<file path="config.mk">
export PLATFORM = sky130hd
export DESIGN_NAME = sclk_div
export DESIGN_NICKNAME = d
export VERILOG_FILES = /design/src/rtl/sclk_div_pkg.sv /design/src/rtl/sclk_half_calc.sv /design/src/rtl/sclk_lead_ctl.sv /design/src/rtl/sclk_phase_cnt.sv /design/src/rtl/sclk_div.sv
export SDC_FILE = /design/constraint.sdc
export NUM_CORES = 1
export LEC_CHECK = 0
export ABC_CLOCK_PERIOD_IN_PS = 2550
export BUFFER_PORTS_ARGS = -buffer_cell sky130_fd_sc_hd__clkbuf_2
export CORE_ASPECT_RATIO = 0.8
export CORE_MARGIN = 2
export CORE_UTILIZATION = 45
export CTS_CLUSTER_DIAMETER = 80
export DETAILED_ROUTE_END_ITERATION = 16
export GPL_TIMING_DRIVEN = 0
export MAX_ROUTING_LAYER = met4
export PLACE_DENSITY = 0.64
export SYNTH_ARGS = -nofsm -noshare
export SYNTH_HDL_FRONTEND = slang
export SYNTH_SLANG_ARGS = --single-unit
</file>
<file path="constraint.sdc">
create_clock -name clk_i -period 2.55 [get_ports clk_i]
set_clock_uncertainty 0.05 [all_clocks]
set_input_delay 0.1275 -clock clk_i [delete_from_list [all_inputs] [get_ports clk_i]]
set_output_delay 0.1275 -clock clk_i [all_outputs]
set_load 0.01 [all_outputs]
</file>
<file path="src/rtl/sclk_div_pkg.sv">
package sclk_div_pkg;
  typedef enum logic [1:0] {
    ST_IDLE = 2'd0,
    ST_LEAD = 2'd1,
    ST_RUN  = 2'd2
  } div_st_e;
endpackage

</file>
<file path="src/rtl/sclk_half_calc.sv">
module sclk_half_calc #(
  parameter int POW_W  = 3,
  parameter int LIN_W  = 8,
  parameter int HALF_W = 9
) (
  input  logic [POW_W-1:0]  pow2_code_i,
  input  logic [LIN_W-1:0]  lin_code_i,
  input  logic              lin_sel_i,
  output logic [HALF_W-1:0] half_o
);
  logic [HALF_W-1:0] half_pow;
  logic [HALF_W-1:0] half_lin;

  // half period in source cycles: 2^(N+1) or N+1
  assign half_pow = HALF_W'(2) << pow2_code_i;
  assign half_lin = HALF_W'(lin_code_i) + HALF_W'(1);
  assign half_o   = lin_sel_i ? half_lin : half_pow;
endmodule

</file>
<file path="src/rtl/sclk_lead_ctl.sv">
module sclk_lead_ctl
  import sclk_div_pkg::*;
#(
  parameter int DLY_W = 16
) (
  input  logic             clk_i,
  input  logic             rst_ni,
  input  logic             run_i,
  input  logic [DLY_W-1:0] lead_dly_i,
  input  logic             lead_en_i,
  output div_st_e          st_o
);
  div_st_e          st_q;
  logic [DLY_W-1:0] lcnt_q;

  always_ff @(posedge clk_i or negedge rst_ni) begin
    if (!rst_ni) begin
      st_q   <= ST_IDLE;
      lcnt_q <= '0;
    end else begin
      case (st_q)
        ST_IDLE: if (run_i) begin
          if (lead_en_i && (lead_dly_i != '0)) begin
            st_q   <= ST_LEAD;
            lcnt_q <= lead_dly_i;
          end else begin
            st_q <= ST_RUN;
          end
        end
        ST_LEAD: begin
          lcnt_q <= lcnt_q - DLY_W'(1);
          if (!run_i)                      st_q <= ST_IDLE;
          else if (lcnt_q == DLY_W'(1))    st_q <= ST_RUN;
        end
        ST_RUN: if (!run_i) st_q <= ST_IDLE;
        default: st_q <= ST_IDLE;
      endcase
    end
  end

  assign st_o = st_q;
endmodule

</file>
<file path="src/rtl/sclk_phase_cnt.sv">
module sclk_phase_cnt
  import sclk_div_pkg::*;
#(
  parameter int HALF_W = 9
) (
  input  logic              clk_i,
  input  logic              rst_ni,
  input  logic              run_i,
  input  div_st_e           st_i,
  input  logic [HALF_W-1:0] half_i,
  output logic [HALF_W-1:0] half_o,
  output logic [HALF_W-1:0] cnt_o,
  output logic              tick_o,
  output logic              sclk_o
);
  logic [HALF_W-1:0] half_q;
  logic [HALF_W-1:0] cnt_q;
  logic              sclk_q;
  logic              tick;

  assign tick = (st_i == ST_RUN) && (cnt_q == half_q - HALF_W'(1));

  always_ff @(posedge clk_i or negedge rst_ni) begin
    if (!rst_ni) begin
      half_q <= HALF_W'(2);
      cnt_q  <= '0;
      sclk_q <= 1'b0;
    end else begin
      // divisor only follows the settings while idle
      if (st_i == ST_IDLE) half_q <= half_i;
      if (st_i != ST_RUN || tick) cnt_q <= '0;
      else                        cnt_q <= cnt_q + HALF_W'(1);
      if (!run_i)     sclk_q <= 1'b0;
      else if (tick)  sclk_q <= ~sclk_q;
    end
  end

  assign half_o = half_q;
  assign cnt_o  = cnt_q;
  assign tick_o = tick;
  assign sclk_o = sclk_q;
endmodule

</file>
<file path="src/rtl/sclk_div.sv">
module sclk_div
  import sclk_div_pkg::*;
#(
  parameter int POW_W = 3,
  parameter int LIN_W = 8,
  parameter int DLY_W = 16
) (
  input  logic             clk_i,
  input  logic             rst_ni,
  input  logic             run_i,
  input  logic [POW_W-1:0] pow2_code_i,
  input  logic [LIN_W-1:0] lin_code_i,
  input  logic             lin_sel_i,
  input  logic [DLY_W-1:0] lead_dly_i,
  input  logic             lead_en_i,
  output logic             tick_o,
  output logic             sclk_o
);
  localparam int POW_HW = (2 ** POW_W) + 1;
  localparam int LIN_HW = LIN_W + 1;
  localparam int HALF_W = (POW_HW > LIN_HW) ? POW_HW : LIN_HW;

  div_st_e           st;
  logic [HALF_W-1:0] half_nxt;
  logic [HALF_W-1:0] half_lat;
  logic [HALF_W-1:0] cnt;

  sclk_half_calc #(.POW_W(POW_W), .LIN_W(LIN_W), .HALF_W(HALF_W)) u_calc (
    .pow2_code_i(pow2_code_i),
    .lin_code_i (lin_code_i),
    .lin_sel_i  (lin_sel_i),
    .half_o     (half_nxt)
  );

  sclk_lead_ctl #(.DLY_W(DLY_W)) u_ctl (
    .clk_i     (clk_i),
    .rst_ni    (rst_ni),
    .run_i     (run_i),
    .lead_dly_i(lead_dly_i),
    .lead_en_i (lead_en_i),
    .st_o      (st)
  );

  sclk_phase_cnt #(.HALF_W(HALF_W)) u_ph (
    .clk_i (clk_i),
    .rst_ni(rst_ni),
    .run_i (run_i),
    .st_i  (st),
    .half_i(half_nxt),
    .half_o(half_lat),
    .cnt_o (cnt),
    .tick_o(tick_o),
    .sclk_o(sclk_o)
  );
endmodule

</file>
# Word-level counts from Yosys, hierarchy flattened
# Index checks and enable logic that the tools add are counted.
# classes
n_eq_ne,10
muxes,13
n_reduce_logical,8
shift,1
n_addsub,4
bitwise,1
# op_table
cell,n
two-way mux 16 bit,2
one-hot mux 16 bit (2 select lines),1
two-way mux 9 bit,2
"== test 16 x 1 -> 1 bit, second input constant",1
nonzero test 16 bit,1
"subtractor 16 x 1 -> 16 bit, second input constant",1
two-way mux 2 bit,5
"adder 8 x 1 -> 9 bit, second input constant",1
"adder 9 x 1 -> 9 bit, second input constant",1
== test 9 bit,1
"left shift 2 x 3 -> 9 bit, first input constant",1
"subtractor 9 x 1 -> 9 bit, second input constant",1
"!= test 2 bit, second input constant",3
one-hot mux 2 bit (3 select lines),1
AND reduction 3 bit,2
"!= test 2 x 1 -> 1 bit, second input constant",2
"!= test 3 x 2 -> 1 bit, second input constant",1
"== test 2 x 1 -> 1 bit, second input constant",1
"== test 2 bit, second input constant",1
logical AND 1 bit,2
logical NOT 2 bit,1
two-way mux 1 bit,2
nonzero test 2 bit,1
logical OR 1 bit,1
inverter 1 bit,1
# totals
wordCells,42
in_bits,32
ff_bits,37
out_inout_bits,2

# Longest topological paths before layout
# depth
ltp_word,5
depth_mapped,8

# Modules after synthesis
# Synthesis repeated with hierarchy kept, for this count alone.
# unflattened
hier_cells,283
area_unflattened_um2,2621.3
# modules_own_cells
mod,instances,area_each_um2,cells_each,seq_area_each_um2
sclk_lead_ctl,1,1231.2,136,450.4
sclk_phase_cnt,1,1148.6,110,476.7
sclk_half_calc,1,241.5,37,0.0

# Least setup slack after synthesis
# Ideal clock, no wire load.
# synth_timing
path_type,register -> register
from,reg u_ph.half_q[0] (netlist: u_ph.half_o[0])
to,reg u_ph.sclk_q (netlist: u_ph.sclk_o)
period_less_slack_ns,2.342
setup_time_ns,0.079
stages_incl_launch_ff,9
arrival_ns,2.212
required_ns,2.421
path_slack_ns,0.208
n_path_buf,0
cell_sequence,dfrtp_1 > inv_1 > ha_1 > or3b_4 > nor3_4 > xnor2_1 > or4b_1 > nor3_2 > mux2i_1
# synth_via
elab_chain_cells,4
# synth_rtl
element,line,text
from (decl),sclk_phase_cnt.sv:16,logic [HALF_W-1:0] half_q;
from (signal assigned),sclk_phase_cnt.sv:30,if (st_i == ST_IDLE) half_q <= half_i;
subtractor 9 x 1 -> 9 bit,sclk_phase_cnt.sv:21,assign tick = (st_i == ST_RUN) && (cnt_q == half_q - HALF_W'(1));
== test 9 bit,sclk_phase_cnt.sv:21,
logical AND 1 bit,sclk_phase_cnt.sv:21,
named net tick_o,sclk_div.sv:16,"output logic tick_o,"
!= test 2 x 1 -> 1 bit (no line),n/a,
to (signal assigned),sclk_phase_cnt.sv:34,else if (tick) sclk_q <= ~sclk_q;
to (decl),sclk_phase_cnt.sv:18,logic sclk_q;
# The timed path passes the listed nets, and every way through them passes these cells.
# A chain may end at the register's enable or synchronous reset.

# Worst setup path after layout
# layout_timing
from,reg u_ph.half_q[0] (netlist: u_ph.half_o[0])
to,out tick_o
# layout_via
elab_chain_cells,3
# layout_rtl
element,line
subtractor 9 x 1 -> 9 bit,sclk_phase_cnt.sv:21
== test 9 bit,sclk_phase_cnt.sv:21
logical AND 1 bit,sclk_phase_cnt.sv:21
to (decl),sclk_div.sv:16
# No other way between the ends.

==> metrics <==
outcome=finished, violations left; failing checks=setup timing; clock root cell=clkbuf_8; n_diodes=0; unrepaired setup endpoints after global routing=true; most frequent cell after synthesis=dfrtp_1; number of synthesized flops with an enable pin=0; wirelength, routed=6120 µm; register area=a little over 900 µm²; die area=5960 µm²; synth-to-layout area growth=20.9%; Slew headroom=0.375; CTS clock-pin slew for the worst setup and hold paths=0.08 ns; DRT Pass-1 Iters=6; nature of the critical path endpoint=primary output; mux contribution to synthesized area=0.00415; worst vdd ir=0.381 mV; Slew Limit Fails=0; CP Launch Type=flop; Synth Area in Compound Gates=0.206; Final setup viols=1; share of layout cells above drive strength 1=0.199; most common library cells after synthesis=dfrtp_1, nor2_1, a21oi_1; yosys warns=0; post-route cell area=2910 µm²; final core area utilization=0.572; CTS tree=done; PortBufs=33; critical path data required time=2.37 ns; #FFs+latches synth=37; remaining global-route overflow=0; combinational family with the most area after synthesis=simple AND/OR/NAND/NOR gates; Fmax=389 MHz; CP Buf/Inv Count=2; hold crit path type=primary input to flop; worst-margin pin slew=0.938 ns; Area after DPL=2650 µm²; clk_lat worst skew=0.29 ns; CP Max Fanout=3; GP Congestion=0.860; top-area cell type share of the netlist area=0.374; maximum clock path buffer count=2; Pwr Total=0.00222 W; Leakage=approximately 1.2 nW; Synth Area in XOR/XNOR=0.0981; post-synthesis adder-cell area fraction=0.0260; total CTS buffers=5; Post-route DRC=0; area of the multi-input gates=1460 µm²; total number of vias=2,227; cell area after synthesis=2410 µm²; largest net degree at the start of global routing=38; DR vias/cell=around 5.7; fin crit share=1.01; fill cell count=468; Top FF cell, synth=dfrtp_1; Syn Inst Count=280; Max-Cap Viols=0; Final ANT Viol Nets=0; WL/cell=~16 µm; Tmin final=2.57 ns; row cnt=23; first-pass GRT wire length=~10,000 µm; family with the most delay on the worst path=simple AND/OR/NAND/NOR gates; initial antenna violation count=0; Sum Neg Setup Slack=-0.0226 ns; Final nets=367; CP most frequent cell=nor3_4; FFs w/ async S/R, synth=1.00; vias in the first global route=2,136; All-Layer GR Usage=0.221; Initial Utilization=0.473; critical-path cell list=inv_2, ha_4, or3b_4, nor3_4, xnor2_2, or4b_4, nor3_4, buf_2; die width=85.8 µm; setup ws final=-0.0226 ns; syn avg cell area=8.61 µm²; TritonCTS Sinks=37; Setup CP Type=flop to primary output; Synth Area in Simple Gates=0.251; H-tree depth=2; Core Area=5090 µm²; syn_nets=317; post-synthesis sequential area ratio=0.385; count of different cell masters after synthesis=44; max incr delay on CP=around 0.50 ns; worst path arrival time=2.40 ns; Synth area leaders=dfrtp_1, xor2_1, a21oi_1, nor2_1, nor3_1; initial DRC count=162; Critical Path Slowest Stage Cell=or4b_4; Die Ht=69.5 µm; leading area contributor after synthesis=dfrtp_1; dpl hpwl=4290 µm; PD cells=763 nW/µm²; Hold Fails Final Rpt=0; # IOs=34
[flip-flops by register name (all words and copies together) (netlist names)]
register and count:
u_ph.sclk_o 1, u_ph.half_o 9, u_ctl.lcnt_q 16, u_ctl.st_o 2, u_ph.cnt_o 9
[layer usage]
layer  GRT usage  vias up  wire length [µm]
li1            -     1129                 -
met1       0.334     1032              3100
met2       0.303       60              2590
met3      0.0488        6               373
met4      0.0494        0                61
met5           -        -                 0
[stage by stage]
step                cells  worst slack, ns  hold WS [ns]
global route          393           -0.124        0.0835
global placement      375           0.0174         0.271
detailed placement    375           0.0337         0.268
floorplan             280            0.208        -0.218
CTS                   389          -0.0473        0.0587
finish                393          -0.0226        0.0719
[logic make-up after synthesis]
family                     count (synthesis)
AOI/OAI and AO/OA                         77
xor gates and xnor gates                  27
adders and majority gates                  5
buffers and inverters                     19
DFF                                       37
muxes                                      1
and+or+nand+nor                          114
[worst reg2reg max path, stage by stage, from the launching register on]
cell	delay [ns]
dfrtp_1	0.39
inv_2	0.09
ha_4	0.13
or3b_4	0.40
nor3_4	0.18
xnor2_2	0.10
or4b_4	0.50
nor3_4	0.15
buf_4	0.13
buf_4	0.10
mux2i_1	0.20
[final timing paths]
kind / slack, ns / end / depth (start not counted) / from
worst max-delay path: -0.02 / tick_o / 8 / u_ph.half_o[0]$_DFFE_PN0N_
worst min-delay path: 0.07 / u_ctl.st_o[1]$_DFFE_PN0P_ / 2 / run_i
worst max register to register: 0.05 / u_ph.sclk_o$_DFFE_PN0P_ / 10 / u_ph.half_o[0]$_DFFE_PN0N_
worst min register to register: 0.47 / u_ctl.lcnt_q[10]$_DFFE_PN0P_ / 1 / u_ctl.lcnt_q[10]$_DFFE_PN0P_
max in group asynchronous: 1.42 / u_ph.cnt_o[1]$_DFF_PN0_ / 2 / rst_ni
min in group asynchronous: 0.46 / u_ctl.lcnt_q[14]$_DFFE_PN0P_ / 2 / rst_ni
[report_power, final]
part           total, W  internal [W]  switching, W  leakage [nW]
combinational  0.000706      0.000313      0.000394         0.683
clock          0.000605      0.000389      0.000217        0.0681
sequential     0.000913      0.000731      0.000182         0.455
[repair_timing]
item / CTS / global route
pin swaps: 6 / 5
hold endpoints to repair: 36 / 0
setup buffers: 5 / 4
gates resized for setup: 6 / 5
endpoints found under the setup margin: 1 / 13
hold buffers: 1 / 0
[cells in the final DEF, fill, tap and decap left out, drive strengths merged, types with 5 or more instances in the layout]
cell,instances
ha,5
a21oi,24
o22a,7
buf,10
xor2,16
nor4,12
xnor2,11
nand2,15
a32oi,5
nor3,22
clkbuf,47
nor2,31
dfrtp,36
a31oi,8
nand2b,6
nand3,10
inv,9
o21ai,16
nand4,5
[layout make-up]
type / count / area share
multi-input cells: 224 / 0.502
well taps: 62 / 0.0266
clock buffers: 5 / 0.0236
plain buffers: 10 / 0.0129
clock inverters: 3 / 0.0223
inverters: 9 / 0.0116
flip-flops and latches: 37 / 0.318
repair buffers: 43 / 0.0833
Power figures use the tool's default switching activity.
